==> src/rtl/sjadd_pkg.sv <==
package sjadd_pkg;
    localparam int unsigned SJ_DATA_W = 32;
    localparam int unsigned SJ_LANES  = 4;
    localparam int unsigned SJ_GROUP  = 8;
    localparam int unsigned SJ_DEPTH  = 2;

    // width of an index able to address n items, never zero
    function automatic int unsigned sj_bits(input int unsigned n);
        return (n <= 1) ? 1 : $clog2(n);
    endfunction
endpackage

==> src/rtl/sjadd_fifo.sv <==
module sjadd_fifo
    import sjadd_pkg::*;
#(
    parameter int unsigned W     = SJ_DATA_W,
    parameter int unsigned DEPTH = SJ_DEPTH
) (
    input  logic         clk,
    input  logic         rst_n,
    input  logic         in_valid,
    output logic         in_ready,
    input  logic [W-1:0] in_data,
    output logic         out_valid,
    input  logic         out_ready,
    output logic [W-1:0] out_data
);
    localparam int unsigned AW = sj_bits(DEPTH);
    localparam int unsigned CW = $clog2(DEPTH + 1);

    typedef struct packed {
        logic [AW-1:0] wp;
        logic [AW-1:0] rp;
        logic [CW-1:0] cnt;
        logic          full;
        logic          empty;
    } fifo_st_t;

    fifo_st_t      s_d, s_q;
    logic [W-1:0]  mem_q [DEPTH];
    logic          push, pop;

    assign in_ready  = !s_q.full;
    assign out_valid = !s_q.empty;
    assign out_data  = mem_q[s_q.rp];
    assign push      = in_valid && !s_q.full;
    assign pop       = out_ready && !s_q.empty;

    always_comb begin
        s_d = s_q;
        if (push) s_d.wp = (s_q.wp == AW'(DEPTH - 1)) ? '0 : s_q.wp + 1'b1;
        if (pop)  s_d.rp = (s_q.rp == AW'(DEPTH - 1)) ? '0 : s_q.rp + 1'b1;
        case ({push, pop})
            2'b10:   s_d.cnt = s_q.cnt + 1'b1;
            2'b01:   s_d.cnt = s_q.cnt - 1'b1;
            default: s_d.cnt = s_q.cnt;
        endcase
        s_d.full  = (s_d.cnt == CW'(DEPTH));
        s_d.empty = (s_d.cnt == '0);
    end

    always_ff @(posedge clk or negedge rst_n) begin
        if (!rst_n) begin
            s_q       <= '0;
            s_q.empty <= 1'b1;
        end else begin
            s_q <= s_d;
        end
    end

    always_ff @(posedge clk) begin
        if (push) mem_q[s_q.wp] <= in_data;
    end
endmodule

==> src/rtl/sjadd_split.sv <==
module sjadd_split
    import sjadd_pkg::*;
#(
    parameter int unsigned W     = SJ_DATA_W,
    parameter int unsigned LANES = SJ_LANES,
    parameter int unsigned GROUP = SJ_GROUP
) (
    input  logic             clk,
    input  logic             rst_n,
    input  logic             in_valid,
    output logic             in_ready,
    input  logic [W-1:0]     in_data,
    output logic [LANES-1:0] lane_valid,
    input  logic [LANES-1:0] lane_ready,
    output logic [W-1:0]     lane_data
);
    localparam int unsigned IW = sj_bits(LANES);
    localparam int unsigned CW = sj_bits(GROUP);

    typedef struct packed {
        logic [IW-1:0] lane;
        logic [CW-1:0] cnt;
    } split_st_t;

    split_st_t s_d, s_q;
    logic      fire;

    assign in_ready  = lane_ready[s_q.lane];
    assign lane_data = in_data;
    assign fire      = in_valid && in_ready;

    always_comb begin
        for (int i = 0; i < LANES; i++) begin
            lane_valid[i] = in_valid && (s_q.lane == IW'(i));
        end
    end

    // position is only advanced on an accepted word, so stalls keep it
    always_comb begin
        s_d = s_q;
        if (fire) begin
            if (s_q.cnt == CW'(GROUP - 1)) begin
                s_d.cnt  = '0;
                s_d.lane = (s_q.lane == IW'(LANES - 1)) ? '0 : s_q.lane + 1'b1;
            end else begin
                s_d.cnt = s_q.cnt + 1'b1;
            end
        end
    end

    always_ff @(posedge clk or negedge rst_n) begin
        if (!rst_n) s_q <= '0;
        else        s_q <= s_d;
    end
endmodule

==> src/rtl/sjadd_accum.sv <==
module sjadd_accum
    import sjadd_pkg::*;
#(
    parameter int unsigned W     = SJ_DATA_W,
    parameter int unsigned GROUP = SJ_GROUP
) (
    input  logic         clk,
    input  logic         rst_n,
    input  logic         in_valid,
    output logic         in_ready,
    input  logic [W-1:0] in_data,
    output logic         out_valid,
    input  logic         out_ready,
    output logic [W-1:0] out_data
);
    localparam int unsigned CW = sj_bits(GROUP);

    typedef struct packed {
        logic [W-1:0]  sum;
        logic [CW-1:0] cnt;
        logic [W-1:0]  res;
        logic          hold;
    } acc_st_t;

    acc_st_t s_d, s_q;

    assign in_ready  = !s_q.hold;
    assign out_valid = s_q.hold;
    assign out_data  = s_q.res;

    always_comb begin
        s_d = s_q;
        if (s_q.hold && out_ready) s_d.hold = 1'b0;
        if (in_valid && !s_q.hold) begin
            if (s_q.cnt == CW'(GROUP - 1)) begin
                s_d.res  = s_q.sum + in_data;
                s_d.hold = 1'b1;
                s_d.sum  = '0;
                s_d.cnt  = '0;
            end else begin
                s_d.sum = s_q.sum + in_data;
                s_d.cnt = s_q.cnt + 1'b1;
            end
        end
    end

    always_ff @(posedge clk or negedge rst_n) begin
        if (!rst_n) s_q <= '0;
        else        s_q <= s_d;
    end
endmodule

==> src/rtl/sjadd_join.sv <==
module sjadd_join
    import sjadd_pkg::*;
#(
    parameter int unsigned W     = SJ_DATA_W,
    parameter int unsigned LANES = SJ_LANES
) (
    input  logic                     clk,
    input  logic                     rst_n,
    input  logic [LANES-1:0]         lane_valid,
    output logic [LANES-1:0]         lane_ready,
    input  logic [LANES-1:0][W-1:0]  lane_data,
    output logic                     out_valid,
    input  logic                     out_ready,
    output logic [W-1:0]             out_data
);
    localparam int unsigned IW = sj_bits(LANES);

    typedef struct packed {
        logic [IW-1:0] lane;
    } join_st_t;

    join_st_t s_d, s_q;

    assign out_valid = lane_valid[s_q.lane];
    assign out_data  = lane_data[s_q.lane];

    always_comb begin
        for (int i = 0; i < LANES; i++) begin
            lane_ready[i] = out_ready && (s_q.lane == IW'(i));
        end
    end

    always_comb begin
        s_d = s_q;
        if (out_valid && out_ready) begin
            s_d.lane = (s_q.lane == IW'(LANES - 1)) ? '0 : s_q.lane + 1'b1;
        end
    end

    always_ff @(posedge clk or negedge rst_n) begin
        if (!rst_n) s_q <= '0;
        else        s_q <= s_d;
    end
endmodule

==> src/rtl/sjadd_net.sv <==
module sjadd_net
    import sjadd_pkg::*;
#(
    parameter int unsigned DATA_W = SJ_DATA_W,
    parameter int unsigned LANES  = SJ_LANES,
    parameter int unsigned GROUP  = SJ_GROUP,
    parameter int unsigned DEPTH  = SJ_DEPTH
) (
    input  logic              clk,
    input  logic              rst_n,
    input  logic              in_valid,
    output logic              in_ready,
    input  logic [DATA_W-1:0] in_data,
    output logic              out_valid,
    input  logic              out_ready,
    output logic [DATA_W-1:0] out_data
);
    logic [LANES-1:0]              split_valid, split_ready;
    logic [DATA_W-1:0]             split_data;
    logic [LANES-1:0]              acc_in_valid, acc_in_ready;
    logic [LANES-1:0][DATA_W-1:0]  acc_in_data;
    logic [LANES-1:0]              acc_out_valid, acc_out_ready;
    logic [LANES-1:0][DATA_W-1:0]  acc_out_data;
    logic [LANES-1:0]              join_valid, join_ready;
    logic [LANES-1:0][DATA_W-1:0]  join_data;

    sjadd_split #(.W(DATA_W), .LANES(LANES), .GROUP(GROUP)) u_split (
        .clk(clk), .rst_n(rst_n),
        .in_valid(in_valid), .in_ready(in_ready), .in_data(in_data),
        .lane_valid(split_valid), .lane_ready(split_ready), .lane_data(split_data)
    );

    for (genvar g = 0; g < LANES; g++) begin : g_lane
        sjadd_fifo #(.W(DATA_W), .DEPTH(DEPTH)) u_fin (
            .clk(clk), .rst_n(rst_n),
            .in_valid(split_valid[g]), .in_ready(split_ready[g]), .in_data(split_data),
            .out_valid(acc_in_valid[g]), .out_ready(acc_in_ready[g]), .out_data(acc_in_data[g])
        );
        sjadd_accum #(.W(DATA_W), .GROUP(GROUP)) u_acc (
            .clk(clk), .rst_n(rst_n),
            .in_valid(acc_in_valid[g]), .in_ready(acc_in_ready[g]), .in_data(acc_in_data[g]),
            .out_valid(acc_out_valid[g]), .out_ready(acc_out_ready[g]), .out_data(acc_out_data[g])
        );
        sjadd_fifo #(.W(DATA_W), .DEPTH(DEPTH)) u_fout (
            .clk(clk), .rst_n(rst_n),
            .in_valid(acc_out_valid[g]), .in_ready(acc_out_ready[g]), .in_data(acc_out_data[g]),
            .out_valid(join_valid[g]), .out_ready(join_ready[g]), .out_data(join_data[g])
        );
    end

    sjadd_join #(.W(DATA_W), .LANES(LANES)) u_join (
        .clk(clk), .rst_n(rst_n),
        .lane_valid(join_valid), .lane_ready(join_ready), .lane_data(join_data),
        .out_valid(out_valid), .out_ready(out_ready), .out_data(out_data)
    );
endmodule

==> config.mk <==
export PLATFORM = sky130hd
export DESIGN_NAME = sjadd_net
export DESIGN_NICKNAME = d
export VERILOG_FILES = /design/src/rtl/sjadd_pkg.sv /design/src/rtl/sjadd_fifo.sv /design/src/rtl/sjadd_split.sv /design/src/rtl/sjadd_accum.sv /design/src/rtl/sjadd_join.sv /design/src/rtl/sjadd_net.sv
export SDC_FILE = /design/constraint.sdc
export NUM_CORES = 1
export LEC_CHECK = 0
export ABC_AREA = 1
export CORE_MARGIN = 5
export CORE_UTILIZATION = 52
export DETAILED_ROUTE_END_ITERATION = 10
export DONT_BUFFER_PORTS = 1
export GPL_TIMING_DRIVEN = 0
export MAX_ROUTING_LAYER = met4
export PLACE_DENSITY_LB_ADDON = 0.3
export SLEW_MARGIN = 15
export SYNTH_ARGS = -nofsm -noshare
export SYNTH_HDL_FRONTEND = slang
export SYNTH_SLANG_ARGS = --single-unit
==> constraint.sdc <==
create_clock -name clk -period 3.45 [get_ports clk]
set_input_delay 0.5175 -clock clk [delete_from_list [all_inputs] [get_ports clk]]
set_output_delay 0.5175 -clock clk [all_outputs]
set_load 0.02 [all_outputs]
==> results.md, run 1 <==
- Outcome: complete, but fails checks
- Failing checks: negative hold slack
- Post-Syn Nets: 4581
- Max-slew violations: 0
- Initial Util: 0.522
- Total CTS buffers: 85
- Min Hold Slack: -0.398 ns
- Count leader, synth: nand2_1
- Drt first pass iters: 7
- Post-DP HPWL: 85.4 mm
- Worst Tran Pin Value: 0.838 ns
- Root Driver: clkbuf_16
- Largest net degree at the start of global routing: between 300 and 400
- Cts hold-fix bufs: 32
- Clk_lat worst skew: between 0.6 and 0.7 ns
- WL/cell: a little over 20 µm
- Largest area contributor in the netlist: edfxtp_1
- Depth of the most critical reg-to-reg path: 14
- Via-to-Cell Ratio: 5.39
- Sequential standard cell area: roughly 24000 µm²
- GRT overflow: 0
- Crit. End Element: primary output
- Placed cell areas: around 43000 µm²
- CP Class: reg2out
- Crit-path max FO: 10
- Leakage: 20.9 nW
- CTS tree: done
- Layout Nets: ~4700
- Hold/Removal Path Class: in2async
- CTS Sinks: ~840
- Minimum clock period: 3.34 ns
- # DRC: 0
- Ranking of synthesized cells by area: edfxtp_1 (38%), dfrtp_1 (19%), nand2_1 (13%)
- Library cells used by synthesis: 39
- Post-CTS Setup Inserts: 0
- Die width: roughly 290 µm
- Row cnt: 103
- Vias in the first global route: 28700
- Chip height: 291 µm
- Slew Limit Headroom: 0.441
- Finished Cell Area: about 46000 µm²
- PortBufs: 0
- Core Util, Final: 0.588
- Cells after Synth: approximately 4400
- Ys async rst share: 0.390
- Total Wirelength: about 110 mm
- Longest Clk Path Bufs: 3
- Ports: 70
- Die outline area: around 84000 µm²
- RSZ-0062 raised after global routing: no
- Maximum clock rate: roughly 0.3 GHz
- Core Region: 78500 µm²
- PnR worst setup slack: approximately 0.11 ns
- Top cell type's share of synthesized area: 0.375
- Worst path arrival time: 2.83 ns
- Critical path required time: 2.93 ns
- Final Setup Violations: 0
- Max rail drop VDD: between 400 and 500 µV
- Seq/Total Area, Yosys: 0.575
- Clock transition at path regs: around 0.060 ns
- Initial DRC count: about 3000
- Antenna-violating nets left: 0
- Syn. warnings: 0
- Gpl congestion: between 0.9 and 1
- Placed cell count: ~5500
- Layout cells sized above 1: 0.0860
- Final-report hold violation count: 323
- GRT Total Usage: 0.275
- Top post-synthesis cells by count: nand2_1 (1414), edfxtp_1 (512), inv_1 (506)
- Average instance area after synthesis: 9.33 µm²
- Post-place setup slack: -0.267 ns
- Post-Syn Area: around 40000 µm²
- Post-synth EDFFs: between 500 and 600
- Initial antenna violation count: 11
- PD cells: between 1000 and 1500 nW/µm²
- Period utilization: 0.969
- Non-filler cells, final: 5652
- Syn-to-layout area delta: 12.7%
- Multi-input gate area: between 15000 and 20000 µm²
- CTS H-tree lvls: 3
- Vias post-DR: slightly above 30000
- Yosys reg bits: about 840
- Critical Path Start Type: flop
- Dominant synthesized flop cell: edfxtp_1
- Max-cap violations: 0
- Global-route wire length before repair: between 150 and 200 mm
- Clock Skew: around 0.019 ns
- # fillers: about 6700
==> power by group <==
group	total [mW]	internal, mW	leakage [nW]	switching, mW
sequential	15.7	13.9	8.66	1.77
combinational	25.9	8.11	10.8	17.8
clock	9.52	5.60	1.42	3.92
==> path summary, 6_finish.rpt <==
check	from	end	slack (ns)
min reg2reg	g_lane[0].u_acc.out_data[15]$_DFFE_PN0P_	g_lane[0].u_fout.mem_q[1][15]$_DFFE_PP_	0.46
max in group asynchronous	rst_n	g_lane[1].u_acc.out_data[24]$_DFFE_PN0P_	3.17
min	rst_n	g_lane[3].u_acc.s_q[52]$_DFFE_PN0P_	-0.40
min in group clk	out_ready	u_join.s_q[1]$_DFFE_PN0P_	0.11
max	u_join.s_q[0]$_DFFE_PN0P_	out_data[11]	0.11
max reg2reg	g_lane[3].u_fin.s_q[4]$_DFFE_PN0P_	g_lane[3].u_acc.out_data[26]$_DFFE_PN0P_	0.13
==> critical path, stage by stage (launching register included) <==
cell     delay, ns
dfrtp_1       0.46
buf_2         0.37
buf_2         0.28
o21ai_0       0.11
o22ai_1       0.30
nor2_1        0.09
a31oi_1       0.57
==> kinds of logic (layout without fill, tap and decap cells) <==
family / after synthesis / count (layout) / share of synthesized area
multiplexers: 124 / 124 / 0.0341
AND/OR/NAND/NOR: 2137 / 2137 / 0.209
flip-flops: 839 / 839 / 0.575
buffers and inverters: 625 / 828 / 0.0590
AO/OA/AOI/OAI: 417 / 417 / 0.0541
adder cells (fa/ha/maj): 154 / 154 / 0.0478
XOR/XNOR: 95 / 95 / 0.0203
other: 0 / 8 / 0
==> per-layer routing <==
metal | routed length (µm) | GRT usage | share of wire
met1 | 50900 | 0.395 | 0.44
met5 | 0 | - | 0
met3 | 9620 | 0.0512 | 0.084
met2 | 51000 | 0.409 | 0.45
met4 | 3030 | 0.0733 | 0.026
==> metrics by stage <==
step / power, mW / TNS (ns) / hold WS, ns
after CTS: 50.7 / 0 / -0.431
after floorplan: 32.9 / 0 / 0.222
after global placement: 40.1 / -66.03 / 0.255
final: 51.2 / 0 / -0.398
after global routing: 54.8 / 0 / -0.418
after detailed placement: 40.8 / -1.53 / 0.251
==> registers in the layout, summed over array words and instances, names as in the netlist <==
register                count
g_lane.u_fin.mem_q        256
g_lane.u_fout.mem_q       256
g_lane.u_acc.s_q          140
g_lane.u_acc.out_data     128
g_lane.u_fin.s_q           24
g_lane.u_fout.s_q          24
u_split.s_q                 5
g_lane.u_acc.out_valid      4
u_join.s_q                  2
==> timing repair <==
action,in CTS,in global routing
hold endpoints to repair,583,325
resized for setup,4,25
setup endpoints to repair,23,39
==> cells in the final DEF, fill, tap and decap left out, drive strengths merged, types with 5 or more instances in the layout <==
cell,instances
dlygate4sd3,32
mux2,124
clkinvlp,5
nand3b,21
nand2,1418
ha,150
o22ai,32
a31oi,32
buf,58
inv,517
clkbuf,185
xnor2,45
nand4,12
o21ai,242
diode,8
dfrtp,319
xor2,50
nor3,15
clkinv,23
a21oi,94
dfstp,8
bufinv,8
o21bai,12
nand3,238
edfxtp,512
nor2,430
==> cell type report <==
type | count | area share
diodes | 8 | 0.000434
plain buffers | 108 | 0.0105
clock buffers | 119 | 0.0533
clock inverters | 39 | 0.00954
inverters | 514 | 0.0418
multi-input cells | 2927 | 0.330
flip-flops and latches | 839 | 0.511
well taps | 1050 | 0.0285
repair buffers | 48 | 0.0157
(Power assumes the default switching activity.)
==> inputs of run 2 (changes only) <==
CELL_PAD_IN_SITES_DETAIL_PLACEMENT = 0   (was default)
CELL_PAD_IN_SITES_GLOBAL_PLACEMENT = 1   (was default)
CORE_MARGIN = 2   (was 5)
CORE_UTILIZATION = 50   (was 52)
HOLD_SLACK_MARGIN = 0.02   (was default)
==> run 2 against run 1 <==
Compared with the run above: the flow still finishes with violations (negative hold slack); combinational power about the same; total power increased by 1.1%; sequential power about the same; critical path depth unchanged; die area decreased by 0.30%; flip-flop and latch count unchanged; via count decreased by 1.4%; final cell count increased by 0.27%; final area increased by 0.36%; utilization decreased by 1.5 points.
==> results.md, run 2 (synthesized netlist as in run 1, its figures left out) <==
- Outcome: complete, but fails checks
- Failing checks: negative hold slack
- CTS tree: done
- # DRC: 0
- PortBufs: 0
- Vias in the first global route: ~29000
- CP Class: reg2out
- Max-slew violations: 0
- Setup total negative slack: 0 ns
- Die width: roughly 290 µm
- Placed cell count: roughly 5500
- Slew Limit Headroom: 0.401
- Minimum clock period: ~3.4 ns
- Syn-to-layout area delta: 13.1%
- Core Util, Final: 0.573
- Maximum clock rate: 0.296 GHz
- Total Wirelength: 115 mm
- Most frequent cells in the layout: nand2_1 (1414), edfxtp_1 (512), inv_1 (506), nor2_1 (402), dfrtp_1 (318)
- Hold/Removal Path Class: in2async
- Cts hold-fix bufs: 32
- RSZ-0062 raised after global routing: no
- Antenna-violating nets left: 0
- GRT overflow: 0
- Min Hold Slack: -0.401 ns
- Biggest regs: g_lane.u_fin.mem_q x256, g_lane.u_fout.mem_q x256, g_lane.u_acc.s_q x140
- Crit-path max FO: 10
- Critical path required time: around 3 ns
- CTS Sinks: between 800 and 900
- Multi-input gate area: around 15000 µm²
- PD cells: about 1100 nW/µm²
- Clock Skew: approximately 0.030 ns
- Clock transition at path regs: approximately 0.06 ns
- Die outline area: about 84000 µm²
- Worst path slowest cell: a31oi_1
- GRT Total Usage: 0.283
- Largest net degree at the start of global routing: between 300 and 400
- Max-cap violations: 0
- Via-to-Cell Ratio: about 5.3
- Drt first pass iters: 6
- CTS H-tree lvls: 3
- # fillers: a little over 7000
- Period utilization: 0.978
- Ports: 70
- Worst path arrival time: between 2 and 3 ns
- Worst Tran Pin Value: slightly below 0.9 ns
- Final Setup Violations: 0
- Row cnt: around 100
- Gpl congestion: around 0.93
- Non-filler cells, final: about 5700
- Crit. End Element: primary output
- Largest stage delay on the critical path: ~0.52 ns
- Layout cells sized above 1: 0.0883
- Chip height: approximately 290 µm
- Root Driver: clkbuf_16
- Final-report hold violation count: around 320
- Initial antenna violation count: 9
- Most common cell after layout, fill and taps aside: nand2_1
- Initial Util: 0.507
- Global-route wire length before repair: between 150 and 200 mm
- Post-CTS Setup Inserts: 0
- Initial DRC count: between 2000 and 3000
- Post-DP HPWL: about 86 mm
- Total CTS buffers: 88
- Vias post-DR: ~30000
- Critical Path Start Type: flop
- Layout Nets: 4716
- Longest Clk Path Bufs: 3
- Crit path cell chain: inv_1, clkbuf_1, o21ai_0, o22ai_1, nor2_1, a31oi_1
- Leakage: 21.0 nW
- WL/cell: a little over 20 µm
- Core Region: 80800 µm²
- Clk_lat worst skew: 0.65 ns
- Max rail drop VDD: ~660 µV
- Sequential standard cell area: approximately 24000 µm²
==> run 2: cell types whose count changed in the layout (fill, tap and decap cells not counted), moves of 4 or more <==
cell	previous run	this run
clkbuf_1	81	75
clkinv_1	6	12
a31oi_1	14	9
a31oi_2	18	23
clkbuf_8	14	9
clkinv_2	15	10
clkbuf_2	1	5
==> run 2: layer usage <==
layer  global-route usage  vias up  part of all wire
li1                     -    14600                 -
met4               0.0762        0             0.033
met1                0.420    14400              0.48
met2                0.415      874              0.43
met3               0.0316      175             0.062
met5                    -        -                 0
==> run 2: per-stage QoR <==
| step | hold WS, ns | setup WS (ns) | power [mW] | cell area (µm²) |
|---|---|---|---|---|
| after global placement | 0.257 | -0.287 | 40.7 | 42300 |
| after CTS | -0.450 | 0.000331 | 51.5 | 46200 |
| after global routing | -0.445 | 0.000968 | 55.5 | 46300 |
| final | -0.401 | 0.0773 | 51.7 | 46300 |
| after floorplan | 0.222 | 0.828 | 32.9 | 41000 |
| after detailed placement | 0.253 | -0.279 | 41.2 | 42800 |
==> run 2: worst paths after layout <==
| kind | slack, ns | cells after the start | endpoint | startpoint |
|---|---|---|---|---|
| worst max register to register | 0.15 | 13 | g_lane[2].u_acc.out_data[24]$_DFFE_PN0P_ | g_lane[2].u_fin.s_q[4]$_DFFE_PN0P_ |
| max in group asynchronous | 3.27 | 0 | g_lane[1].u_acc.out_data[5]$_DFFE_PN0P_ | rst_n |
| min in group clk | 0.09 | 2 | u_join.s_q[1]$_DFFE_PN0P_ | out_ready |
| worst min-delay path | -0.40 | 0 | g_lane[2].u_acc.s_q[44]$_DFFE_PN0P_ | rst_n |
| worst min register to register | 0.45 | 0 | g_lane[2].u_fout.mem_q[1][30]$_DFFE_PP_ | g_lane[2].u_acc.out_data[30]$_DFFE_PN0P_ |
| worst max-delay path | 0.08 | 6 | out_data[23] | u_join.s_q[0]$_DFFE_PN0P_ |
==> run 2: critical path: cells and delay by family (launching register included) <==
family / cells / cell delay, ns
AO/OA/AOI/OAI: 3 / 0.91
AND/OR/NAND/NOR: 1 / 0.17
buffers and inverters: 2 / 0.67
flip-flops: 1 / 0.46
==> run 2: final cells by class <==
class / instances / area share
timing repair buffer: 48 / 0.0154
multi-input combinational: 2927 / 0.330
buffer: 108 / 0.0105
inverter: 514 / 0.0417
tap: 1060 / 0.0286
antenna: 7 / 0.000378
clock buffer: 113 / 0.0520
sequential: 839 / 0.509
clock inverter: 51 / 0.0133
==> run 2: timing repair <==
action,CTS,global route
endpoints found under the hold margin,583,327
setup endpoints to repair,32,47
gates resized for setup,18,22
==> run 2: power by group <==
group / leakage, nW / internal (mW) / total, mW / switching [mW]
Clock: 1.46 / 5.81 / 9.83 / 4.02
Sequential: 8.66 / 13.9 / 15.8 / 1.89
Combinational: 10.9 / 8.15 / 26.1 / 17.9
